<file path="src/rtl/sys_tick_pkg.sv">
package sys_tick_pkg;
  typedef enum logic [2:0] {
    A_CTRL  = 3'd0,
    A_USDIV = 3'd1,
    A_MSLO  = 3'd2,
    A_MSHI  = 3'd3,
    A_HMS   = 3'd4,
    A_MSIV  = 3'd5,
    A_SECIV = 3'd6,
    A_STAT  = 3'd7
  } reg_addr_e;
endpackage

</file>
<file path="src/rtl/tick_stage.sv">
module tick_stage #(
  parameter int W = 8
) (
  input  logic         clk_i,
  input  logic         rst_ni,
  input  logic         en_i,
  input  logic         tick_i,
  input  logic [W-1:0] lim_i,
  output logic         tick_o
);
  logic [W-1:0] cnt_q;

  // >= guards against a limit lowered below the running count
  assign tick_o = en_i & tick_i & (cnt_q >= lim_i);

  always_ff @(posedge clk_i or negedge rst_ni) begin
    if (!rst_ni)      cnt_q <= '0;
    else if (!en_i)   cnt_q <= '0;
    else if (tick_o)  cnt_q <= '0;
    else if (tick_i)  cnt_q <= cnt_q + 1'b1;
  end

  assert_idle_clear_R10: assert property (@(posedge clk_i) disable iff (!rst_ni)
    !en_i |=> cnt_q == '0);
  assert_wrap_R3: assert property (@(posedge clk_i) disable iff (!rst_ni)
    (en_i && tick_o) |=> cnt_q == '0);
  assert_step_R3: assert property (@(posedge clk_i) disable iff (!rst_ni)
    (en_i && tick_i && !tick_o) |=> cnt_q == $past(cnt_q) + 1'b1);
endmodule

</file>
<file path="src/rtl/tick_regs.sv">
module tick_regs
  import sys_tick_pkg::*;
#(
  parameter int DW           = 8,
  parameter int US_W         = 5,
  parameter int US_DIV_RST   = 9,
  parameter int MS_DIV_RST   = 999,
  parameter int HMS_DIV_RST  = 99,
  parameter int MS_IVAL_RST  = 0,
  parameter int SEC_IVAL_RST = 9,
  localparam int MS_W        = 2 * DW
) (
  input  logic            clk_i,
  input  logic            rst_ni,
  input  logic            we_i,
  input  logic [2:0]      addr_i,
  input  logic [DW-1:0]   wdata_i,
  output logic [DW-1:0]   rdata_o,
  input  logic            ms_hw_set_i,
  input  logic            sec_hw_set_i,
  output logic            en_o,
  output logic            ms_ie_o,
  output logic            sec_ie_o,
  output logic [US_W-1:0] us_div_o,
  output logic [MS_W-1:0] ms_div_o,
  output logic [DW-1:0]   hms_div_o,
  output logic [DW-1:0]   ms_ival_o,
  output logic [DW-1:0]   sec_ival_o,
  output logic            ms_flag_o,
  output logic            sec_flag_o
);
  logic wr_stat, ms_clr, sec_clr, ms_set, sec_set;

  assign wr_stat = we_i && (addr_i == A_STAT);
  assign ms_clr  = wr_stat && wdata_i[0];
  assign sec_clr = wr_stat && wdata_i[1];
  assign ms_set  = ms_hw_set_i  || (wr_stat && wdata_i[2]);
  assign sec_set = sec_hw_set_i || (wr_stat && wdata_i[3]);

  always_ff @(posedge clk_i or negedge rst_ni) begin
    if (!rst_ni) begin
      en_o       <= 1'b0;
      ms_ie_o    <= 1'b0;
      sec_ie_o   <= 1'b0;
      us_div_o   <= US_W'(US_DIV_RST);
      ms_div_o   <= MS_W'(MS_DIV_RST);
      hms_div_o  <= DW'(HMS_DIV_RST);
      ms_ival_o  <= DW'(MS_IVAL_RST);
      sec_ival_o <= DW'(SEC_IVAL_RST);
    end else if (we_i) begin
      case (addr_i)
        A_CTRL:  {sec_ie_o, ms_ie_o, en_o} <= wdata_i[2:0];
        A_USDIV: us_div_o            <= wdata_i[US_W-1:0];
        A_MSLO:  ms_div_o[DW-1:0]    <= wdata_i;
        A_MSHI:  ms_div_o[MS_W-1:DW] <= wdata_i;
        A_HMS:   hms_div_o           <= wdata_i;
        A_MSIV:  ms_ival_o           <= wdata_i;
        A_SECIV: sec_ival_o          <= wdata_i;
        default: ;
      endcase
    end
  end

  // set has priority over clear
  always_ff @(posedge clk_i or negedge rst_ni) begin
    if (!rst_ni) begin
      ms_flag_o  <= 1'b0;
      sec_flag_o <= 1'b0;
    end else begin
      ms_flag_o  <= (ms_flag_o  & ~ms_clr)  | ms_set;
      sec_flag_o <= (sec_flag_o & ~sec_clr) | sec_set;
    end
  end

  always_comb begin
    rdata_o = '0;
    case (addr_i)
      A_CTRL:  rdata_o[2:0]      = {sec_ie_o, ms_ie_o, en_o};
      A_USDIV: rdata_o[US_W-1:0] = us_div_o;
      A_MSLO:  rdata_o           = ms_div_o[DW-1:0];
      A_MSHI:  rdata_o           = ms_div_o[MS_W-1:DW];
      A_HMS:   rdata_o           = hms_div_o;
      A_MSIV:  rdata_o           = ms_ival_o;
      A_SECIV: rdata_o           = sec_ival_o;
      A_STAT:  rdata_o[1:0]      = {sec_flag_o, ms_flag_o};
      default: ;
    endcase
  end

  assert_us_upper_zero_R2: assert property (@(posedge clk_i) disable iff (!rst_ni)
    (addr_i == A_USDIV) |-> rdata_o[DW-1:US_W] == '0);
  assert_set_wins_R8: assert property (@(posedge clk_i) disable iff (!rst_ni)
    ms_hw_set_i |=> ms_flag_o);
  assert_sticky_R8: assert property (@(posedge clk_i) disable iff (!rst_ni)
    (ms_flag_o && !(wr_stat && wdata_i[0])) |=> ms_flag_o);
  assert_sec_sticky_R8: assert property (@(posedge clk_i) disable iff (!rst_ni)
    (sec_flag_o && !(wr_stat && wdata_i[1])) |=> sec_flag_o);
endmodule

</file>
<file path="src/rtl/sys_tick_timer.sv">
module sys_tick_timer #(
  parameter int DW           = 8,
  parameter int US_W         = 5,
  parameter int US_DIV_RST   = 9,
  parameter int MS_DIV_RST   = 999,
  parameter int HMS_DIV_RST  = 99,
  parameter int MS_IVAL_RST  = 0,
  parameter int SEC_IVAL_RST = 9
) (
  input  logic          clk_i,
  input  logic          rst_ni,
  input  logic          reg_we_i,
  input  logic [2:0]    reg_addr_i,
  input  logic [DW-1:0] reg_wdata_i,
  output logic [DW-1:0] reg_rdata_o,
  output logic          us_tick_o,
  output logic          ms_tick_o,
  output logic          hms_tick_o,
  output logic          irq_o
);
  localparam int MS_W = 2 * DW;

  logic            en, ms_ie, sec_ie, ms_flag, sec_flag;
  logic            ms_iv_tick, sec_iv_tick;
  logic [US_W-1:0] us_div;
  logic [MS_W-1:0] ms_div;
  logic [DW-1:0]   hms_div, ms_ival, sec_ival;

  tick_regs #(
    .DW(DW), .US_W(US_W), .US_DIV_RST(US_DIV_RST), .MS_DIV_RST(MS_DIV_RST),
    .HMS_DIV_RST(HMS_DIV_RST), .MS_IVAL_RST(MS_IVAL_RST), .SEC_IVAL_RST(SEC_IVAL_RST)
  ) u_regs (
    .clk_i, .rst_ni,
    .we_i(reg_we_i), .addr_i(reg_addr_i), .wdata_i(reg_wdata_i), .rdata_o(reg_rdata_o),
    .ms_hw_set_i(ms_iv_tick), .sec_hw_set_i(sec_iv_tick),
    .en_o(en), .ms_ie_o(ms_ie), .sec_ie_o(sec_ie),
    .us_div_o(us_div), .ms_div_o(ms_div), .hms_div_o(hms_div),
    .ms_ival_o(ms_ival), .sec_ival_o(sec_ival),
    .ms_flag_o(ms_flag), .sec_flag_o(sec_flag)
  );

  tick_stage #(.W(US_W)) u_us (
    .clk_i, .rst_ni, .en_i(en), .tick_i(1'b1), .lim_i(us_div), .tick_o(us_tick_o));
  tick_stage #(.W(MS_W)) u_ms (
    .clk_i, .rst_ni, .en_i(en), .tick_i(us_tick_o), .lim_i(ms_div), .tick_o(ms_tick_o));
  tick_stage #(.W(DW)) u_hms (
    .clk_i, .rst_ni, .en_i(en), .tick_i(ms_tick_o), .lim_i(hms_div), .tick_o(hms_tick_o));
  tick_stage #(.W(DW)) u_ms_iv (
    .clk_i, .rst_ni, .en_i(en), .tick_i(ms_tick_o), .lim_i(ms_ival), .tick_o(ms_iv_tick));
  tick_stage #(.W(DW)) u_sec_iv (
    .clk_i, .rst_ni, .en_i(en), .tick_i(hms_tick_o), .lim_i(sec_ival), .tick_o(sec_iv_tick));

  assign irq_o = (ms_flag & ms_ie) | (sec_flag & sec_ie);

  assert_tick_needs_en_R10: assert property (@(posedge clk_i) disable iff (!rst_ni)
    (us_tick_o || ms_tick_o || hms_tick_o) |-> en);
  assert_cascade_R4: assert property (@(posedge clk_i) disable iff (!rst_ni)
    ms_tick_o |-> us_tick_o);
  assert_cascade_R5: assert property (@(posedge clk_i) disable iff (!rst_ni)
    hms_tick_o |-> ms_tick_o);
  assert_irq_gate_R11: assert property (@(posedge clk_i) disable iff (!rst_ni)
    (!ms_ie && !sec_ie) |-> !irq_o);
endmodule

</file>
<file path="config.mk">
export PLATFORM = sky130hd
export DESIGN_NAME = sys_tick_timer
export DESIGN_NICKNAME = d
export VERILOG_FILES = /design/src/rtl/sys_tick_pkg.sv /design/src/rtl/tick_stage.sv /design/src/rtl/tick_regs.sv /design/src/rtl/sys_tick_timer.sv
export SDC_FILE = /design/constraint.sdc
export NUM_CORES = 1
export LEC_CHECK = 0
export BUFFER_PORTS_ARGS = -buffer_cell sky130_fd_sc_hd__buf_4
export CAP_MARGIN = 20
export CORE_AREA = 2 2 117 119
export CTS_BUF_LIST = sky130_fd_sc_hd__clkbuf_4 sky130_fd_sc_hd__clkbuf_8 sky130_fd_sc_hd__clkbuf_16
export CTS_CLUSTER_DIAMETER = 80
export DETAILED_ROUTE_END_ITERATION = 8
export DIE_AREA = 0 0 119 121
export PLACE_DENSITY = 0.61
export SYNTH_ARGS = -nofsm -noshare
export SYNTH_HDL_FRONTEND = slang
export SYNTH_SLANG_ARGS = --single-unit
</file>
<file path="constraint.sdc">
create_clock -name clk_i -period 3.4 [get_ports clk_i]
set_input_delay 0.51 -clock clk_i [delete_from_list [all_inputs] [get_ports clk_i]]
set_output_delay 0.51 -clock clk_i [all_outputs]
set_load 0.02 [all_outputs]
</file>
==> results.py <==
metrics = {
    "flow_run": {
        "maxCapViolCount": 0,
    },
    "routing": {
        "drc": 0,
        "drtAntennaViolNets": 0,
        "wire_per_inst_um": 18.7,
        "wirelength_mm": 15.4,
        "vias": 4774,
        "drt-initial-drc-count": 316,
        "drtPass1Iterations": 7,
        "viasPerCell": 5.81,
    },
    "placement": {
        "gp_congestion": 0.844,
        "dp.final_hpwl_mm": 11.5,
        "io_buffers": 25,
        "place_area_um2": 6210,
        "dp_cells": 806,
    },
    "clock_network": {
        "clk_pin_slew_ns": 0.07,
        "clockBufferDepth": 2,
        "cts.sinks": 95,
        "numCtsBuffers": 9,
        "clock_latency_ns": 0.35,
        "cts_tree": "built",
        "htree_num_levels": 3,
        "root_buffer": "clkbuf_16",
        "postCtsSetupBuffers": 0,
    },
    "timing": {
        "rsz0062_at_grt": "false",
        "clock_skew_ns": 0.00888,
        "max_freq_mhz": 312,
        "setup_viol": 0,
        "setup_tns_ns": 0,
        "post-route-min-period_ns": 3.20,
        "slew_violations": 0,
        "relSlewSlack_pct": 41.7,
        "hold_ws_ns": 0.276,
        "worst_slew_pin_slew_ns": 0.867,
        "final_hold_viol_count": 0,
        "fin_crit_sh_pct": 94.2,
    },
    "die": {
        "ios": 26,
        "die-height_um": 121,
        "start_util_pct": 44.5,
        "core_um2": 13100,
        "dieArea_um2": 14400,
        "row_count": 42,
        "die_width_um": 119,
    },
    "setup_path": {
        "required_ns": 2.89,
        "cp.arrival_ns": 2.69,
        "cp_max_fo": 12,
        "critical_path_class": "flip-flop to output pin",
        "path_cells": "inv_1 > ha_1 > nand4_1 > or4_1 > o311a_2 > and2_4 > nor2_1 > buf_4",
        "rr_worst_depth": 8,
        "slowest_delay_ns": 0.56,
        "crit_path_start_kind": "flip-flop",
        "critPathCaptureType": "output pin",
        "cpMaxStageDelayCell": "or4_1",
    },
    "status": {
        "status": "finished, final reports clean",
    },
    "min_path": {
        "hold_class": "input pin to async pin",
    },
    "power_and_ir_drop": {
        "leakagePower_nw": 2.98,
        "ir_worst_vdd_v": 0.000252,
        "p_per_area_nw_per_um2": 505,
        "power.total_mw": 3.28,
    },
    "yosys": {
        "yosysTopAreaCellShare_pct": 33.9,
        "synth_cells": 619,
        "synth_top_cells_by_count": "dfrtp_1 (79), nand2_1 (66), inv_1 (57)",
        "synth.avg_cell_area_um2": 9.41,
        "syn_nets": 683,
        "ys_ff_latch": 95,
        "synth_cell_types": 67,
        "synth_top_area_cell": "dfrtp_1",
        "synthesis.area_um2": 5830,
        "ys_async_sr_fraction_pct": 100,
        "ys.flop_type": "dfrtp_1",
        "synth_edf_count": 0,
        "yosys-top-cells-area": "dfrtp_1 (34%), ha_1 (11%), dfstp_2 (7.2%)",
        "yosysSeqAreaShare_pct": 41.2,
        "yosysMostFrequentCell": "dfrtp_1",
        "synth_warnings": 0,
    },
    "grt": {
        "grt_use_total_pct": 22.2,
        "grt_pass1_vias": 4660,
        "gr-total-overflow": 0,
        "grt_max_degree": 65,
        "antenna_found_initial": 0,
        "grt_pass1_wl_mm": 24.6,
    },
    "layout": {
        "syn_to_final_growth_pct": 11.6,
        "postLayoutCellArea_um2": 6500,
        "seqCellArea_um2": 2400,
        "multi_input_area_um2": 3120,
        "filler_cell_count": 1227,
        "drive_above_1_share_pct": 16.3,
        "nets": 706,
        "n_antenna_cell": 0,
        "post_layout_nonfiller_instances": 822,
    },
}
==> layout by cell type (no fill, tap or decap), types with 9 or more instances in the layout <==
master	instances
clkbuf_16	9
nor2_1	32
or3_1	10
mux2i_1	14
inv_1	57
ha_1	50
dfstp_2	16
o21ai_0	56
nor3_1	11
xnor2_1	11
nand4_1	19
nand2_1	66
a21oi_1	29
mux2_2	29
dfrtp_1	79
buf_4	32
nand3_1	17
==> worst paths after layout <==
check / start / endpoint / slack, ns
max: u_regs.ms_div_o[9]$_DFFE_PN1P_ / hms_tick_o / 0.20
min: rst_ni / u_us.cnt_q[4]$_DFF_PN0_ / 0.28
max reg2reg: u_regs.ms_div_o[9]$_DFFE_PN1P_ / u_ms.cnt_q[15]$_DFFE_PN0P_ / 0.48
min reg2reg: u_us.cnt_q[0]$_DFF_PN0_ / u_us.cnt_q[0]$_DFF_PN0_ / 0.49
max in group asynchronous: rst_ni / u_regs.ms_div_o[7]$_DFFE_PN1P_ / 2.39
min in group clk_i: reg_wdata_i[5] / u_regs.hms_div_o[5]$_DFFE_PN1P_ / 0.43
==> per-layer routing <==
layer	track usage (%)	share of wire, %
met1	29.3	46
met2	37.2	48
met3	3.01	4.2
met4	8.56	2.1
met5	0	0
==> critical path, delay by kind of cell (launching register included) <==
kind	cells	cell delay, ns
buffers and inverters	2	0.21
AO/OA/AOI/OAI	1	0.19
AND/OR/NAND/NOR	4	1.10
flip-flops	1	0.54
adder cells (fa/ha/maj)	1	0.28
==> final cells by class <==
class                   count  area share [%]
repair buffers             34            4.12
well taps                 176            3.39
flip-flops and latches     95            36.9
clock inverters             1          0.0770
clock buffers              14            4.23
inverters                  57            3.29
multi-input cells         445            48.0
==> kinds of logic after synthesis <==
| kind of cell | Yosys count | share of synthesized area (%) |
|---|---|---|
| mux | 44 | 8.40 |
| simple gates | 192 | 16.1 |
| buf+inv | 79 | 5.35 |
| compound gates | 144 | 16.0 |
| xor+xnor | 15 | 2.26 |
| flops | 95 | 41.2 |
| fa+ha+maj | 50 | 10.7 |
==> power breakdown <==
group          internal, mW  total, mW  switching [mW]
clock                 0.556      0.985           0.429
sequential             1.31       1.42           0.114
combinational         0.338      0.878           0.540
==> what timing repair did <==
item / in CTS / in global routing
gates resized for setup: 0 / 1
hold buffers: 0 / 0
setup endpoints to repair: 0 / 1
==> registers in the layout, indices dropped and copies added, names as in the netlist <==
name,count
u_ms.cnt_q,16
u_regs.en_o,1
u_regs.sec_ival_o,8
u_regs.ms_ie_o,1
u_regs.ms_ival_o,8
u_us.cnt_q,5
u_regs.ms_div_o,16
u_sec_iv.cnt_q,8
u_hms.cnt_q,8
u_regs.sec_flag_o,1
u_ms_iv.cnt_q,8
u_regs.us_div_o,5
u_regs.sec_ie_o,1
u_regs.hms_div_o,8
u_regs.ms_flag_o,1
==> per-stage QoR <==
stage               utilization (%)  setup WS, ns
finish                         49.7         0.198
global route                   49.7        0.0525
CTS                            49.6        0.0535
detailed placement             47.4         0.420
global placement               47.4         0.496
floorplan                         -         0.636
No activity file was read; power rests on OpenSTA's default activity.
